==> config.mk <==
export PLATFORM = sky130hd
export DESIGN_NAME = sms_cell_switch
export DESIGN_NICKNAME = d
export VERILOG_FILES = /design/src/rtl/sms_pkg.sv /design/src/rtl/sms_slot_timer.sv /design/src/rtl/sms_vp_table.sv /design/src/rtl/sms_buf_pool.sv /design/src/rtl/sms_cell_switch.sv
export SDC_FILE = /design/constraint.sdc
export NUM_CORES = 2
export LEC_CHECK = 0
export ABC_AREA = 1
export BUFFER_PORTS_ARGS = -buffer_cell sky130_fd_sc_hd__buf_2
export CORE_MARGIN = 2
export CORE_UTILIZATION = 62
export DETAILED_ROUTE_END_ITERATION = 12
export PLACE_DENSITY_LB_ADDON = 0.15
export SYNTH_ARGS = -nofsm -noshare
export SYNTH_HDL_FRONTEND = slang
export SYNTH_HIERARCHICAL = 1
export SYNTH_SLANG_ARGS = --single-unit
==> constraint.sdc <==
create_clock -name clk -period 12.3 [get_ports clk]
set_input_delay 2.46 -clock clk [delete_from_list [all_inputs] [get_ports clk]]
set_output_delay 2.46 -clock clk [all_outputs]
set_load 0.01 [all_outputs]
==> src/rtl/sms_pkg.sv <==
package sms_pkg;
  typedef enum logic {PH_WRITE = 1'b0, PH_READ = 1'b1} phase_e;
endpackage

==> src/rtl/sms_slot_timer.sv <==
module sms_slot_timer #(
  parameter int N_PORTS = 4
) (
  input  logic                 clk,
  input  logic                 rst_n,
  output sms_pkg::phase_e      phase,
  output logic [$clog2(N_PORTS)-1:0] port_sel
);
  localparam int SUB_W  = $clog2(2 * N_PORTS);
  localparam int PORT_W = $clog2(N_PORTS);
  localparam logic [SUB_W-1:0] LAST = SUB_W'(2 * N_PORTS - 1);
  localparam logic [SUB_W-1:0] HALF = SUB_W'(N_PORTS);

  logic [SUB_W-1:0] sub_q;

  always_ff @(posedge clk) begin
    if (!rst_n)            sub_q <= '0;
    else if (sub_q == LAST) sub_q <= '0;
    else                   sub_q <= sub_q + 1'b1;
  end

  always_comb begin
    if (sub_q < HALF) begin
      phase    = sms_pkg::PH_WRITE;
      port_sel = PORT_W'(sub_q);
    end else begin
      phase    = sms_pkg::PH_READ;
      port_sel = PORT_W'(sub_q - HALF);
    end
  end
endmodule

==> src/rtl/sms_vp_table.sv <==
module sms_vp_table #(
  parameter int N_PORTS = 4,
  parameter int VPI_W   = 8
) (
  input  logic               clk,
  input  logic               rst_n,
  input  logic               wr_en,
  input  logic [VPI_W-1:0]   wr_key,
  input  logic               wr_valid,
  input  logic [N_PORTS-1:0] wr_mask,
  input  logic [VPI_W-1:0]   rd_key,
  output logic               rd_valid,
  output logic [N_PORTS-1:0] rd_mask
);
  localparam int ENTRIES = 1 << VPI_W;

  logic [ENTRIES-1:0]              vld_q;
  logic [N_PORTS-1:0] mask_q [ENTRIES];

  always_ff @(posedge clk) begin
    if (!rst_n)      vld_q <= '0;
    else if (wr_en)  vld_q[wr_key] <= wr_valid;
  end

  always_ff @(posedge clk) begin
    if (wr_en) mask_q[wr_key] <= wr_mask;
  end

  assign rd_valid = vld_q[rd_key];
  assign rd_mask  = mask_q[rd_key];
endmodule

==> src/rtl/sms_buf_pool.sv <==
module sms_buf_pool #(
  parameter int N_PORTS   = 4,
  parameter int BUF_DEPTH = 16
) (
  input  logic clk,
  input  logic rst_n,
  input  logic alloc_en,
  input  logic [N_PORTS-1:0] want,
  input  logic rel_en,
  input  logic [$clog2(BUF_DEPTH)-1:0] rel_idx,
  output logic [N_PORTS-1:0][$clog2(BUF_DEPTH)-1:0] grant,
  output logic room,
  output logic [$clog2(BUF_DEPTH+1)-1:0] free_cnt
);
  localparam int IDX_W = $clog2(BUF_DEPTH);
  localparam int CNT_W = $clog2(BUF_DEPTH + 1);

  logic [BUF_DEPTH-1:0] free_q, avail, free_d;
  logic [CNT_W-1:0]     need;

  // Chain of priority picks: output o takes the lowest buffer left after outputs below it.
  always_comb begin
    avail = free_q;
    need  = '0;
    for (int o = 0; o < N_PORTS; o++) begin
      logic found;
      found    = 1'b0;
      grant[o] = '0;
      if (want[o]) begin
        need = need + 1'b1;
        for (int b = 0; b < BUF_DEPTH; b++) begin
          if (!found && avail[b]) begin
            grant[o] = IDX_W'(b);
            avail[b] = 1'b0;
            found    = 1'b1;
          end
        end
      end
    end
  end

  always_comb begin
    free_cnt = '0;
    for (int b = 0; b < BUF_DEPTH; b++) free_cnt = free_cnt + CNT_W'(free_q[b]);
  end

  assign room = (free_cnt >= need);

  always_comb begin
    free_d = free_q;
    if (alloc_en && room) free_d = avail;
    if (rel_en) free_d[rel_idx] = 1'b1;
  end

  always_ff @(posedge clk) begin
    if (!rst_n) free_q <= '1;
    else        free_q <= free_d;
  end
endmodule

==> src/rtl/sms_cell_switch.sv <==
module sms_cell_switch #(
  parameter int N_PORTS   = 4,
  parameter int CELL_W    = 32,
  parameter int VPI_W     = 8,
  parameter int BUF_DEPTH = 16,
  parameter int DROP_W    = 8
) (
  input  logic                        clk,
  input  logic                        rst_n,
  input  logic [N_PORTS-1:0]          in_valid,
  output logic [N_PORTS-1:0]          in_ready,
  input  logic [N_PORTS*CELL_W-1:0]   in_data,
  output logic [N_PORTS-1:0]          out_valid,
  input  logic [N_PORTS-1:0]          out_ready,
  output logic [N_PORTS*CELL_W-1:0]   out_data,
  output logic [N_PORTS-1:0]          lookup_err,
  output logic [N_PORTS*DROP_W-1:0]   drop_cnt,
  input  logic                        cfg_we,
  input  logic [VPI_W-1:0]            cfg_vpi,
  input  logic                        cfg_valid,
  input  logic [N_PORTS-1:0]          cfg_mask
);
  localparam int PORT_W = $clog2(N_PORTS);
  localparam int IDX_W  = $clog2(BUF_DEPTH);
  localparam int CNT_W  = $clog2(BUF_DEPTH + 1);

  sms_pkg::phase_e   phase;
  logic [PORT_W-1:0] port_sel;

  sms_slot_timer #(.N_PORTS(N_PORTS)) u_timer (
    .clk(clk), .rst_n(rst_n), .phase(phase), .port_sel(port_sel)
  );

  // ---------------- write side ----------------
  logic [CELL_W-1:0]  cell_in;
  logic               accept, route_vld, hit, commit, room;
  logic [N_PORTS-1:0] dest;
  logic [N_PORTS-1:0][IDX_W-1:0] grant;
  logic [CNT_W-1:0]   free_cnt;

  assign cell_in = in_data[int'(port_sel)*CELL_W +: CELL_W];
  assign accept  = (phase == sms_pkg::PH_WRITE) && in_valid[port_sel];

  always_comb begin
    for (int i = 0; i < N_PORTS; i++)
      in_ready[i] = (phase == sms_pkg::PH_WRITE) && (port_sel == PORT_W'(i));
  end

  sms_vp_table #(.N_PORTS(N_PORTS), .VPI_W(VPI_W)) u_table (
    .clk(clk), .rst_n(rst_n),
    .wr_en(cfg_we), .wr_key(cfg_vpi), .wr_valid(cfg_valid), .wr_mask(cfg_mask),
    .rd_key(cell_in[CELL_W-1 -: VPI_W]), .rd_valid(route_vld), .rd_mask(dest)
  );

  assign hit    = route_vld && (|dest);
  assign commit = accept && hit && room;

  // ---------------- read side ----------------
  logic [N_PORTS-1:0][IDX_W-1:0] head_q, tail_q;
  logic [N_PORTS-1:0][CNT_W-1:0] qcnt_q;
  logic              load;
  logic [IDX_W-1:0]  rd_idx;

  assign rd_idx = head_q[port_sel];
  assign load   = (phase == sms_pkg::PH_READ) && !out_valid[port_sel]
                  && (qcnt_q[port_sel] != '0);

  sms_buf_pool #(.N_PORTS(N_PORTS), .BUF_DEPTH(BUF_DEPTH)) u_pool (
    .clk(clk), .rst_n(rst_n),
    .alloc_en(accept && hit), .want(hit ? dest : '0),
    .rel_en(load), .rel_idx(rd_idx),
    .grant(grant), .room(room), .free_cnt(free_cnt)
  );

  // Shared cell storage and link array.
  logic [CELL_W-1:0] mem_q [BUF_DEPTH];
  logic [IDX_W-1:0]  nxt_q [BUF_DEPTH];

  always_ff @(posedge clk) begin
    for (int o = 0; o < N_PORTS; o++) begin
      if (commit && dest[o]) begin
        mem_q[grant[o]] <= cell_in;
        if (qcnt_q[o] != '0) nxt_q[tail_q[o]] <= grant[o];
      end
    end
  end

  // Queue pointers: enqueue in write cycles, dequeue in read cycles.
  always_ff @(posedge clk) begin
    if (!rst_n) begin
      head_q <= '0;
      tail_q <= '0;
      qcnt_q <= '0;
    end else begin
      for (int o = 0; o < N_PORTS; o++) begin
        if (commit && dest[o]) begin
          if (qcnt_q[o] == '0) head_q[o] <= grant[o];
          tail_q[o] <= grant[o];
          qcnt_q[o] <= qcnt_q[o] + 1'b1;
        end
      end
      if (load) begin
        head_q[port_sel] <= nxt_q[rd_idx];
        qcnt_q[port_sel] <= qcnt_q[port_sel] - 1'b1;
      end
    end
  end

  // Output holding registers.
  logic [N_PORTS-1:0][CELL_W-1:0] odata_q;

  always_ff @(posedge clk) begin
    if (!rst_n) begin
      out_valid <= '0;
    end else begin
      for (int o = 0; o < N_PORTS; o++) begin
        if (out_valid[o] && out_ready[o]) out_valid[o] <= 1'b0;
        if (load && port_sel == PORT_W'(o)) out_valid[o] <= 1'b1;
      end
    end
  end

  always_ff @(posedge clk) begin
    if (!rst_n) odata_q <= '0;
    else if (load) odata_q[port_sel] <= mem_q[rd_idx];
  end

  assign out_data = odata_q;

  // Route-miss pulses and per-input discard counters.
  logic [N_PORTS-1:0][DROP_W-1:0] drop_q;

  always_ff @(posedge clk) begin
    if (!rst_n) begin
      lookup_err <= '0;
      drop_q     <= '0;
    end else begin
      lookup_err <= '0;
      if (accept && !hit) lookup_err[port_sel] <= 1'b1;
      if (accept && hit && !room) drop_q[port_sel] <= drop_q[port_sel] + 1'b1;
    end
  end

  assign drop_cnt = drop_q;
endmodule

==> qor.yml <==
synth_top_family_by_area: "simple AND/OR/NAND/NOR gates"
nFillCells: 11603
grt_max_degree: 256
avgSynthCellArea_um2: 9.34
slew_headroom_pct: 8.28
cts_num_sinks: 2095
ctsHtreeMaxLevel: 4
synth_xor_area_share_pct: 0.202
power.density_mw_per_mm2: 165
p_leak_nw: 40.5
synth_nets: 10396
antenna_found_initial: 9
dieArea_mm2: 0.157
hold_buffers: 0
synth_top_cells_by_area: "edfxtp_1, dfxtp_1, nand3_1"
yosys_most_used_dff: "edfxtp_1"
wirelength_um: 277000
cp-startpoint: "u_timer/sub_q[0]$_SDFF_PP0_"
cts_resized: 0
critical_path_required_ps: 12740
vias: 76412
pin_count: 324
routed-wl-met3_um: 27800
hold_violations: 0
swShare_pct: 28.9
die_x_um: 396
layout_commonest_cell: "nand2_1"
path_max_fanout: 77
rsz0062_at_grt: "false"
worstSkewPairLatency_ps: 860
via_per_inst: 6.16
yosys-mux-area-fraction_pct: 0.0105
fin_util_pct: 69.0
violations: "DRC"
core_mm2: 0.152
netlist_area_mm2: 0.0953
cts_setup_buffers: 0
regArea_mm2: 0.0580
synth_fa_ha_area_share_pct: 0.577
tightest_slew_ps: 1380
setup_viol: 0
outcome: "finished with violations"
syn_inst: 10206
areaGrowthSynthToFinish_pct: 10.2
antenna_left: 0
cap_violations: 0
peakVddDrop_mv: 0.142
die_height_um: 396
synthDominantCellAreaShare_pct: 50.4
cts_made_buffers: 209
p_int_mw: 12.3
holdCritPathClass: "flop to flop"
most-common-layout-cells: "nand2_1, nand3_1, edfxtp_1"
hpwl_um: 163000
drc: 1
hp-start: "drop_cnt[8]$_SDFFE_PN0P_"
switchingPower_mw: 4.99
cp-end-kind: "flop"
drtIter0Drc: 9584
skew_ps: 62.8
fin_setup_tns_ps: 0
m1WireLength_um: 107000
overflow: 0
start_util_pct: 62.6
synth_compound_area_share_pct: 6.21
ys.warnings.count: 6
fin_crit_ps: 10880
p_seq_share_pct: 45.6
nNetsFinal: 10376
grt_pass1_wl_um: 419000
multi_input_area_mm2: 0.0316
highest_layer: "met5"
arrival_ps: 11320
wire_per_inst_um: 22.4
timing.final.crit_share_pct: 88.5
timing_worst_setup_path_type: "flop to flop"
cp-start-kind: "flop"
combPwrFrac_pct: 16.9
yosys.area_share.simple_pct: 25.8
worstReg2RegStart: "u_timer/sub_q[0]$_SDFF_PP0_"
async_flop_share_pct: 0
max_freq_mhz: 91.9
synth_cell_type_count: 56
slowest_stage: "nor2_1"
gp_congestion: 0.961
power.clock.fraction_pct: 37.5
dr.pass1.iters: 12
wl_met2_um: 131000
yosysSeqAreaShare_pct: 60.8
synth_edf_count: 1600
rows: 143
yosysTopAreaCell: "edfxtp_1"
tritoncts: "yes"
clockRootBuffer: "clkbuf_16"
synth-seq-cells: 2095
cp_num_buf_inv: 9
drive_above_1_share_pct: 8.57
drv_slew: 0
grt_pass1_vias: 71634
clockBufferDepth: 3
io_buffers: 323
critPathMaxStageDelay_ps: 610
clkTransAtPathRegs_ps: 60
worst_path_dominant_cell_family: "simple AND/OR/NAND/NOR gates"
grt_usage_pct: 34.5
power groups by stage:
stage	Sequential, mW	Combinational (mW)	Clock, mW
finish	7.88	2.93	6.48
global route	7.89	3.17	6.79
CTS	7.88	2.87	6.51
detailed placement	8.03	2.86	0
global placement	8.02	2.81	0
floorplan	8.02	1.91	0
cell usage after synthesis (16+ instances only):
library cell and instances:
nand2_1 2412, nand3_1 1942, edfxtp_1 1600, nor2_1 798, inv_1 771, dfxtp_1 495
o21ai_0 358, buf_2 307, clkbuf_1 304, nor3_1 281, o211ai_1 232, o21a_1 131
nand4_1 120, a21oi_1 97, a22oi_1 67, buf_1 42, buf_4 35, ha_1 28
nor2_2 22, xor2_1 17, nand3b_1 16
metrics by stage:
step	instances	hold WS, ps	instance area, um^2	worst slack (ps)	total power [mW]
2_1_floorplan	10206	447	95300	2790	9.93
3_3_place_gp	12005	460	98000	1060	10.8
6_report	12404	478	105000	1420	17.3
5_1_grt	12404	502	105000	1010	17.8
4_1_cts	12401	476	105000	1700	17.3
3_5_place_dp	12005	467	98000	967	10.9
final timing paths:
| check | end | slack (ps) | cells past startpoint |
|---|---|---|---|
| setup / recovery | mem_q[2][29]$_DFFE_PP_ | 1420 | 45 |
| hold / removal | drop_cnt[8]$_SDFFE_PN0P_ | 480 | 2 |
| setup reg to reg | mem_q[2][29]$_DFFE_PP_ | 1420 | 45 |
| hold reg to reg | drop_cnt[8]$_SDFFE_PN0P_ | 480 | 2 |
worst min-delay path, cell delays in order, from the launching register on:
cell,delay [ps]
dfxtp_1,310
inv_1,60
a21oi_1,60
sequential cells by signal (all words and copies together) (netlist names):
name	flops
lookup_err	4
out_data	128
nxt_q	64
mem_q	512
drop_cnt	32
out_valid	4
head_q	16
tail_q	16
qcnt_q	20
u_table/vld_q	256
u_table/mask_q	1024
u_timer/sub_q	3
u_pool/free_q	16
per-layer routing:
layer / up-vias / global-route usage (%)
met5: - / 0
met4: 10 / 14.0
met3: 705 / 5.29
met2: 4453 / 56.0
met1: 36243 / 46.8
li1: 35001 / -
cell families (layout without fill, tap and decap cells):
family                     Yosys count  after routing
AOI/OAI and AO/OA                  936            936
adders and majority gates           38             38
muxes                                1              1
DFF                               2095           2095
and+or+nand+nor                   5631           5631
other                                1              4
buffers and inverters             1482           1647
xor gates and xnor gates            22             22
cell type report:
type / count / share of cell area [%]
antenna: 3 / 0.00715
clock buffer: 309 / 5.74
clock inverter: 87 / 0.970
inverter: 792 / 2.85
multi-input combinational: 6629 / 30.1
sequential: 2095 / 55.2
tap: 2030 / 2.42
timing repair buffer: 459 / 2.78
(Power assumes the default switching activity.)
